--- src/rtl/mmport_pkg.sv ---
package mmport_pkg;

   typedef enum logic [1:0] {
      PM_QUASI     = 2'b00,
      PM_PUSHPULL  = 2'b01,
      PM_INPUT     = 2'b10,
      PM_OPENDRAIN = 2'b11
   } pin_mode_t;

   localparam logic [2:0] RA_LATCH   = 3'd0;
   localparam logic [2:0] RA_MODE_LO = 3'd1;
   localparam logic [2:0] RA_MODE_HI = 3'd2;
   localparam logic [2:0] RA_PIN     = 3'd3;
   localparam logic [2:0] RA_IEN     = 3'd4;
   localparam logic [2:0] RA_ISEL    = 3'd5;
   localparam logic [2:0] RA_FLAG    = 3'd6;

endpackage

--- src/rtl/mmport_sync.sv ---
module mmport_sync #(
   parameter int W      = 8,
   parameter int STAGES = 2
) (
   input  logic         clk,
   input  logic         rst_n,
   input  logic [W-1:0] din,
   output logic [W-1:0] dout
);
   logic [W-1:0] chain [STAGES];

   always_ff @(posedge clk or negedge rst_n) begin
      if (!rst_n) begin
         for (int s = 0; s < STAGES; s++) chain[s] <= '1;
      end else begin
         chain[0] <= din;
         for (int s = 1; s < STAGES; s++) chain[s] <= chain[s-1];
      end
   end

   assign dout = chain[STAGES-1];
endmodule

--- src/rtl/mmport_pin_drive.sv ---
module mmport_pin_drive
   import mmport_pkg::*;
#(
   parameter int BOOST_CYCLES = 2
) (
   input  logic      clk,
   input  logic      rst_n,
   input  pin_mode_t mode,
   input  logic      latch_q,
   input  logic      latch_wr,
   input  logic      latch_wbit,
   output logic      drv_hi,
   output logic      drv_lo,
   output logic      pull_up
);
   localparam int CW = $clog2(BOOST_CYCLES + 1);

   logic [CW-1:0] boost_cnt;
   logic          boost_on;

   always_ff @(posedge clk or negedge rst_n) begin
      if (!rst_n) begin
         boost_cnt <= '0;
      end else if (latch_wr && latch_wbit && !latch_q && mode == PM_QUASI) begin
         boost_cnt <= CW'(BOOST_CYCLES);
      end else if (latch_wr && !latch_wbit) begin
         boost_cnt <= '0;
      end else if (boost_on) begin
         boost_cnt <= boost_cnt - 1'b1;
      end
   end

   assign boost_on = (boost_cnt != '0);

   always_comb begin
      drv_hi  = 1'b0;
      drv_lo  = 1'b0;
      pull_up = 1'b0;
      unique case (mode)
         PM_QUASI: begin
            drv_lo  = ~latch_q;
            pull_up = latch_q;
            drv_hi  = latch_q & boost_on;
         end
         PM_PUSHPULL: begin
            drv_hi = latch_q;
            drv_lo = ~latch_q;
         end
         PM_OPENDRAIN: drv_lo = ~latch_q;
         default: ;
      endcase
   end
endmodule

--- src/rtl/mmport_irq.sv ---
module mmport_irq #(
   parameter int W = 8
) (
   input  logic         clk,
   input  logic         rst_n,
   input  logic [W-1:0] lvl,
   input  logic [W-1:0] ien,
   input  logic [W-1:0] isel,
   input  logic         clr_wr,
   input  logic [W-1:0] clr_data,
   output logic [W-1:0] flags,
   output logic         irq
);
   logic [W-1:0] prev;
   logic [W-1:0] hit;

   assign hit = ien & ((isel & prev & ~lvl) | (~isel & ~lvl));

   always_ff @(posedge clk or negedge rst_n) begin
      if (!rst_n) begin
         prev  <= '1;
         flags <= '0;
      end else begin
         prev  <= lvl;
         flags <= (clr_wr ? (flags & clr_data) : flags) | hit;
      end
   end

   assign irq = |flags;
endmodule

--- src/rtl/multimode_port.sv ---
module multimode_port
   import mmport_pkg::*;
#(
   parameter int NPINS        = 8,
   parameter int BOOST_CYCLES = 2,
   parameter int SYNC_STAGES  = 2
) (
   input  logic             clk,
   input  logic             rst_n,
   input  logic             wr_en,
   input  logic [2:0]       wr_addr,
   input  logic [NPINS-1:0] wr_data,
   input  logic [2:0]       rd_addr,
   output logic [NPINS-1:0] rd_data,
   input  logic [NPINS-1:0] pin_in,
   output logic [NPINS-1:0] drv_hi,
   output logic [NPINS-1:0] drv_lo,
   output logic [NPINS-1:0] pull_up,
   output logic             irq
);
   if (NPINS < 1 || NPINS > 32) begin : g_bad_npins
      $error("multimode_port: NPINS must lie in 1..32");
   end
   if (BOOST_CYCLES < 1 || BOOST_CYCLES > 64) begin : g_bad_boost
      $error("multimode_port: BOOST_CYCLES must lie in 1..64");
   end
   if (SYNC_STAGES < 2) begin : g_bad_sync
      $error("multimode_port: SYNC_STAGES must be at least 2");
   end

   logic [NPINS-1:0] latch_q, mode_lo_q, mode_hi_q, ien_q, isel_q;
   logic [NPINS-1:0] pin_sync, flags;
   logic             wr_latch, wr_flag;

   assign wr_latch = wr_en && (wr_addr == RA_LATCH);
   assign wr_flag  = wr_en && (wr_addr == RA_FLAG);

   always_ff @(posedge clk or negedge rst_n) begin
      if (!rst_n) begin
         latch_q   <= '1;
         mode_lo_q <= '0;
         mode_hi_q <= '0;
         ien_q     <= '0;
         isel_q    <= '0;
      end else if (wr_en) begin
         unique case (wr_addr)
            RA_LATCH:   latch_q   <= wr_data;
            RA_MODE_LO: mode_lo_q <= wr_data;
            RA_MODE_HI: mode_hi_q <= wr_data;
            RA_IEN:     ien_q     <= wr_data;
            RA_ISEL:    isel_q    <= wr_data;
            default: ;
         endcase
      end
   end

   mmport_sync #(.W(NPINS), .STAGES(SYNC_STAGES)) u_sync (
      .clk  (clk),
      .rst_n(rst_n),
      .din  (pin_in),
      .dout (pin_sync)
   );

   mmport_irq #(.W(NPINS)) u_irq (
      .clk     (clk),
      .rst_n   (rst_n),
      .lvl     (pin_sync),
      .ien     (ien_q),
      .isel    (isel_q),
      .clr_wr  (wr_flag),
      .clr_data(wr_data),
      .flags   (flags),
      .irq     (irq)
   );

   for (genvar i = 0; i < NPINS; i++) begin : g_pin
      mmport_pin_drive #(.BOOST_CYCLES(BOOST_CYCLES)) u_drv (
         .clk       (clk),
         .rst_n     (rst_n),
         .mode      (pin_mode_t'({mode_hi_q[i], mode_lo_q[i]})),
         .latch_q   (latch_q[i]),
         .latch_wr  (wr_latch),
         .latch_wbit(wr_data[i]),
         .drv_hi    (drv_hi[i]),
         .drv_lo    (drv_lo[i]),
         .pull_up   (pull_up[i])
      );
   end

   always_comb begin
      unique case (rd_addr)
         RA_LATCH:   rd_data = latch_q;
         RA_MODE_LO: rd_data = mode_lo_q;
         RA_MODE_HI: rd_data = mode_hi_q;
         RA_PIN:     rd_data = pin_sync;
         RA_IEN:     rd_data = ien_q;
         RA_ISEL:    rd_data = isel_q;
         RA_FLAG:    rd_data = flags;
         default:    rd_data = '0;
      endcase
   end
endmodule

--- config.mk ---
export PLATFORM = sky130hd
export DESIGN_NAME = multimode_port
export DESIGN_NICKNAME = d
export VERILOG_FILES = /design/src/rtl/mmport_pkg.sv /design/src/rtl/mmport_sync.sv /design/src/rtl/mmport_pin_drive.sv /design/src/rtl/mmport_irq.sv /design/src/rtl/multimode_port.sv
export SDC_FILE = /design/constraint.sdc
export NUM_CORES = 1
export LEC_CHECK = 0
export CAP_MARGIN = 20
export CORE_MARGIN = 2
export CORE_UTILIZATION = 59
export CTS_CLUSTER_DIAMETER = 120
export DETAILED_ROUTE_END_ITERATION = 6
export PLACE_DENSITY_LB_ADDON = 0.3
export SLEW_MARGIN = 20
export SYNTH_ARGS = -nofsm -noshare
export SYNTH_HDL_FRONTEND = slang
export SYNTH_SLANG_ARGS = --single-unit
export TNS_END_PERCENT = 100
--- constraint.sdc ---
create_clock -name clk -period 2.8 [get_ports clk]
set_input_delay 0.28 -clock clk [delete_from_list [all_inputs] [get_ports clk]]
set_output_delay 0.28 -clock clk [all_outputs]
set_load 0.01 [all_outputs]
==> flow_summary.yaml, run 1 <==
placement:
  place_worst_setup_slack_ps: 291
  gp_congestion: 0.832
  buffer_ports.inserted: 57
  place.detailed.instances: 552
  detailedPlacementHpwl_um: 6170
  detailed_place.area_sq_um: 4960
timing:
  worst_hold_slack_ps: -38.7
  timing_hold_violations_final: 41
  min_period_over_period_pct: 89.9
  report.final.slew_viol_count: 0
  summed_negative_setup_slack_over_all_endpoints_ps: 0
  fin_worst_skew_ps: 6.66
  maxSlewHeadroom_pct: 50.5
  max_clock_freq_mhz: 397
  measured_slew_at_the_worst_slew_check_pin_ps: 743
  period_needed_ps: 2520
  setup_slack_ps: 284
  rsz0062_at_grt: "false"
  final-setup-viol-count: 0
global_routing:
  grt_pass1_vias: 3099
  grt_pass1_wl_um: 15200
  grt_antenna_before_repair: 0
  grt_usage_pct: 23.4
  grt_start_max_net_pins: 88
  grt-ovfl-total: 0
clock_network:
  cts_tree: "done"
  cts_inserted_buffers: 9
  clock_tree.htree_level_count: 3
  cts_hold_buffers: 0
  clkSinkCount: 88
  cts.reportedPaths.clkPinSlew_ps: 90
  post_cts_buffers: 0
  clk_latency_ps: 360
  cts_buffer_depth: 2
  clockRootBuffer: "sky130_fd_sc_hd__clkbuf_8"
  post_cts_resize_count: 0
critical_path:
  critPathMostFrequentCell: "sky130_fd_sc_hd__clkdlybuf4s50_1"
  cp_cell_sequence: "clkdlybuf4s50_1 -> buf_12 -> nor2b_1 -> buf_4 -> nand2_1 -> a31oi_1 -> clkdlybuf4s50_1"
  timing.critical_path.buf_inv: 4
  critical_path.startpoint_type: "input pin"
  worst-path-max-fanout: 27
  timing_worst_setup_path_type: "input pin to primary output"
  crit_path_slowest_cell: "sky130_fd_sc_hd__clkdlybuf4s50_1"
  arrival_ps: 2240
  cp-end-kind: "primary output"
  critical_path_required_ps: 2520
  crit_path_max_incr_delay_ps: 580
  worst_path_dominant_cell_family: "buffers and inverters"
run_status:
  run_status: "finished with violations"
  failed_checks: "hold timing"
die:
  fp.coreArea_sq_um: 7250
  placement_rows: 31
  chipWidth_um: 90.6
  die_area_sq_um: 8200
  pin_count: 58
  dieHeight_um: 90.6
  initial_utilization_pct: 60.9
routing:
  drt_iter0_markers: 118
  post_drt_wl_per_cell_um: 15.7
  routed-via-count: 3109
  post-route-drc-count: 0
  ant_nets: 0
  drtPass1Iterations: 4
  detail_route.vias_per_cell: 5.47
  detail_route.wirelength_um: 8940
synthesis:
  netlist_top_cells_area: "sky130_fd_sc_hd__dfrtp_1, sky130_fd_sc_hd__dfstp_2, sky130_fd_sc_hd__mux2_2"
  post_synth_num_cell_types: 38
  synthesis.nets: 458
  synth_top_flop_cell: "sky130_fd_sc_hd__dfrtp_1"
  synth.top_cell.area_share_pct: 31.7
  synth.avg_cell_area_sq_um: 10.4
  synth_edf_count: 0
  synth_area_sq_um: 4420
  synth_top_cell_by_area: "sky130_fd_sc_hd__dfrtp_1"
  proportion_of_register_bits_with_asynchronous_set_or_reset_after_synthesis_pct: 100
  postSynthRegisterBits: 88
  synth_warnings: 0
  synth_seq_area_share_pct: 50.7
  synthesized_netlist_cell_count: 425
finish:
  post-route-util_pct: 71.7
  insertedDiodeCount: 0
  final_net_count: 497
  fillCellCount: 548
  layoutNonFillerInstCount: 568
  layout-area-overhead-vs-synth_pct: 17.7
  layout.cell_area.non_filler_sq_um: 5200
  drive_above_1_share_pct: 22.2
  layout_common_cells: "sky130_fd_sc_hd__nand2_1, sky130_fd_sc_hd__dfrtp_1, sky130_fd_sc_hd__clkdlybuf4s50_1"
worst_hold_path:
  path_category_of_the_worst_min_delay_check: "input pin to asynchronous set/reset pin"
pwr:
  design_power_total_mw: 4.13
  power.density_cell_area_nw_per_um2: 793
  leak_pwr_nw: 2.27
  ir_drop_uv: 544
flow_run:
  drv_cap: 0
==> worst paths after layout <==
check	startpoint	end	slack, ps	depth (start not counted)
max	rd_addr[1]	rd_data[0]	280	7
min	rst_n	g_pin[3].u_drv.boost_cnt[1]	-40	1
max reg2reg	latch_q[6]	g_pin[6].u_drv.boost_cnt[0]	1430	3
min reg2reg	u_sync.chain[10]	u_sync.dout[2]	360	0
max in group asynchronous	rst_n	latch_q[3]	2210	2
min in group clk	pin_in[3]	u_sync.chain[11]	320	1
==> synth_stat cells (6+ instances only) <==
cell type	instances
sky130_fd_sc_hd__a22o_1	6
sky130_fd_sc_hd__buf_4	25
sky130_fd_sc_hd__o21ai_0	18
sky130_fd_sc_hd__dfstp_2	32
sky130_fd_sc_hd__nand2_1	56
sky130_fd_sc_hd__nor2_1	22
sky130_fd_sc_hd__dfrtp_1	56
sky130_fd_sc_hd__inv_1	25
sky130_fd_sc_hd__nand3b_1	10
sky130_fd_sc_hd__mux2i_1	24
sky130_fd_sc_hd__a21oi_1	30
sky130_fd_sc_hd__or4b_2	6
sky130_fd_sc_hd__o22ai_1	7
sky130_fd_sc_hd__a31oi_1	6
sky130_fd_sc_hd__ha_1	8
sky130_fd_sc_hd__clkbuf_1	10
sky130_fd_sc_hd__buf_2	8
sky130_fd_sc_hd__mux2_2	24
sky130_fd_sc_hd__or2_2	6
sky130_fd_sc_hd__nand2b_1	15
sky130_fd_sc_hd__xor2_1	8
==> where the power goes <==
part / switching (mW) / internal, mW / total (mW) / leakage [nW]
clock network: 0.433 / 0.590 / 1.02 / 0.116
logic: 0.612 / 0.668 / 1.28 / 1.16
registers: 0.227 / 1.60 / 1.82 / 0.990
==> sequential cells by signal, indices dropped and copies added (netlist names) <==
| signal | cells |
|---|---|
| u_sync.chain | 8 |
| isel_q | 8 |
| mode_hi_q | 8 |
| ien_q | 8 |
| mode_lo_q | 8 |
| u_sync.dout | 8 |
| latch_q | 8 |
| u_irq.prev | 8 |
| u_irq.flags | 8 |
| g_pin.u_drv.boost_cnt | 16 |
==> routing by layer <==
| layer | track usage (%) | routed length (um) | share of wire [%] |
|---|---|---|---|
| met4 | 6.28 | 99 | 1.1 |
| met5 | 0 | 0 | 0 |
| met1 | 30.9 | 4110 | 46 |
| met2 | 39.0 | 4370 | 49 |
| met3 | 5.51 | 358 | 4.0 |
==> layout make-up <==
| class | count | area, sq um | area share, % |
|---|---|---|---|
| clock buffers | 10 | 128 | 2.45 |
| clock inverters | 6 | 108 | 2.07 |
| inverters | 25 | 93.8 | 1.80 |
| multi-input cells | 267 | 1800 | 34.7 |
| flip-flops and latches | 88 | 2240 | 43.1 |
| well taps | 99 | 124 | 2.38 |
| repair buffers | 73 | 704 | 13.5 |
==> worst reg2reg max path, stage by stage, from the launching register on <==
cell,delay (ps)
sky130_fd_sc_hd__dfstp_2,400
sky130_fd_sc_hd__or4b_2,690
sky130_fd_sc_hd__nand2_1,90
sky130_fd_sc_hd__a21oi_1,70
==> kinds of logic after synthesis <==
| logic type | Yosys count | share of synthesized area [%] |
|---|---|---|
| multiplexers | 48 | 11.5 |
| adder cells (fa/ha/maj) | 8 | 2.26 |
| AND/OR/NAND/NOR | 130 | 15.6 |
| XOR/XNOR | 8 | 1.59 |
| flip-flops | 88 | 50.7 |
| buffers and inverters | 70 | 8.63 |
| AO/OA/AOI/OAI | 73 | 9.62 |
No activity file was read; power rests on OpenSTA's default activity.
==> inputs of run 2 (changes only) <==
Settings changed: CORE_MARGIN 2 to 3, SETUP_SLACK_MARGIN set to 0.15.
==> flow_summary.yaml, run 2 (same netlist as run 1, synthesis figures left out) <==
critical_path:
  timing_worst_setup_path_type: "input pin to primary output"
  arrival_ps: 2210
  critPathMostFrequentCell: "sky130_fd_sc_hd__clkdlybuf4s50_1"
  crit_path_max_incr_delay_ps: 590
  critical_path_required_ps: 2520
  cp_cell_sequence: "clkdlybuf4s50_1 -> buf_4 -> mux2i_1 -> or2_2 -> a31oi_1 -> clkdlybuf4s50_1"
  depth_of_the_worst_register_to_register_path: 3
  worst-path-max-fanout: 13
  critical_path.startpoint_type: "input pin"
  cp-end-kind: "primary output"
  crit_path_slowest_cell: "sky130_fd_sc_hd__clkdlybuf4s50_1"
die:
  pin_count: 58
  placement_rows: 30
  initial_utilization_pct: 63.0
  dieHeight_um: 92.6
  fp.coreArea_sq_um: 7020
  die_area_sq_um: 8570
  chipWidth_um: 92.6
finish:
  insertedDiodeCount: 0
  layout-area-overhead-vs-synth_pct: 15.7
  register_ranked_first_by_flip_flop_count: "g_pin.u_drv.boost_cnt"
  largest_reg_flops: 16
  drive_above_1_share_pct: 22.0
  fillCellCount: 515
  layout_common_cells: "sky130_fd_sc_hd__nand2_1, sky130_fd_sc_hd__dfrtp_1, sky130_fd_sc_hd__clkdlybuf4s50_1"
  final_net_count: 492
clock_network:
  post_cts_buffers: 0
  clkSinkCount: 88
  cts.reportedPaths.clkPinSlew_ps: 80
  cts_hold_buffers: 0
  clock_tree.htree_level_count: 3
  clk_latency_ps: 360
  cts_tree: "done"
  post_cts_resize_count: 1
  clockRootBuffer: "sky130_fd_sc_hd__clkbuf_8"
  cts_buffer_depth: 2
  cts_inserted_buffers: 9
global_routing:
  grt_start_max_net_pins: 87
  grt_pass1_wl_um: 14600
  grt-ovfl-total: 0
  grt_antenna_before_repair: 0
  grt_usage_pct: 21.8
  grt_pass1_vias: 3087
pwr:
  ir_drop_uv: 411
  power.density_cell_area_nw_per_um2: 758
  leak_pwr_nw: 2.22
  design_power_total_mw: 3.87
routing:
  post-route-drc-count: 0
  detail_route.wirelength_um: 8840
  ant_nets: 0
  detail_route.vias_per_cell: 5.58
  drtPass1Iterations: 4
  post_drt_wl_per_cell_um: 15.8
  drt_iter0_markers: 171
  routed-via-count: 3126
timing:
  min_period_over_period_pct: 89.0
  fin_worst_skew_ps: 6.31
  report.final.slew_viol_count: 0
  rsz0062_at_grt: "false"
  measured_slew_at_the_worst_slew_check_pin_ps: 746
  timing_hold_violations_final: 49
  period_needed_ps: 2490
  max_clock_freq_mhz: 401
  summed_negative_setup_slack_over_all_endpoints_ps: 0
  final-setup-viol-count: 0
  worst_hold_slack_ps: -49.4
  maxSlewHeadroom_pct: 50.3
worst_hold_path:
  path_category_of_the_worst_min_delay_check: "input pin to asynchronous set/reset pin"
placement:
  detailedPlacementHpwl_um: 6040
  gp_congestion: 0.821
  buffer_ports.inserted: 57
run_status:
  failed_checks: "hold timing"
  run_status: "finished with violations"
flow_run:
  drv_cap: 0
-- run 2: through the flow --
| step | hold slack [ps] | worst slack (ps) | cells | util (%) | cell area [sq um] |
|---|---|---|---|---|---|
| after CTS | 128 | 187 | 560 | 72.6 | 5100 |
| after global routing | 16.9 | 214 | 560 | 72.8 | 5110 |
| final | -49.4 | 307 | 560 | 72.8 | 5110 |
| after global placement | 346 | 132 | 544 | 70.1 | 4920 |
| after detailed placement | 347 | 116 | 544 | 70.1 | 4920 |
| after floorplan | -15.6 | 1180 | 425 | - | 4420 |
-- run 2: cell type report --
type | count | area [sq um] | area share [%]
clock buffer | 11 | 141 | 2.77
clock inverter | 5 | 32.5 | 0.636
sequential | 88 | 2240 | 43.9
tap | 96 | 120 | 2.35
timing repair buffer | 68 | 667 | 13.0
multi-input combinational | 267 | 1820 | 35.5
inverter | 25 | 93.8 | 1.84
-- run 2: critical path, delay by kind of cell --
| kind | cells | cell delay (ps) |
|---|---|---|
| muxes | 1 | 100 |
| AOI/OAI and AO/OA | 1 | 260 |
| and+or+nand+nor | 1 | 280 |
| buffers and inverters | 3 | 1280 |
-- run 2: where the power goes --
group          internal, mW  total (mW)  switching (mW)
clock network         0.346       0.790           0.444
logic                 0.663        1.27           0.605
registers              1.59        1.81           0.220
-- run 2: final timing paths --
check                            startpoint                          end  slack [ps]
min reg2reg                u_sync.chain[12]               u_sync.dout[4]         360
max reg2reg                      latch_q[3]  g_pin[3].u_drv.boost_cnt[0]        1430
max                              rd_addr[0]                   rd_data[3]         310
max in group asynchronous             rst_n                   latch_q[1]        2170
min                                   rst_n  g_pin[2].u_drv.boost_cnt[0]         -50
min in group clk                  pin_in[5]             u_sync.chain[13]         320
-- run 2: metal layers --
| layer | vias to the layer above | GRT usage [%] | routed length [um] |
|---|---|---|---|
| li1 | 1488 | - | - |
| met1 | 1538 | 30.4 | 4050 |
| met2 | 86 | 34.0 | 4180 |
| met3 | 14 | 3.01 | 448 |
| met4 | 0 | 10.0 | 161 |
| met5 | - | 0 | 0 |
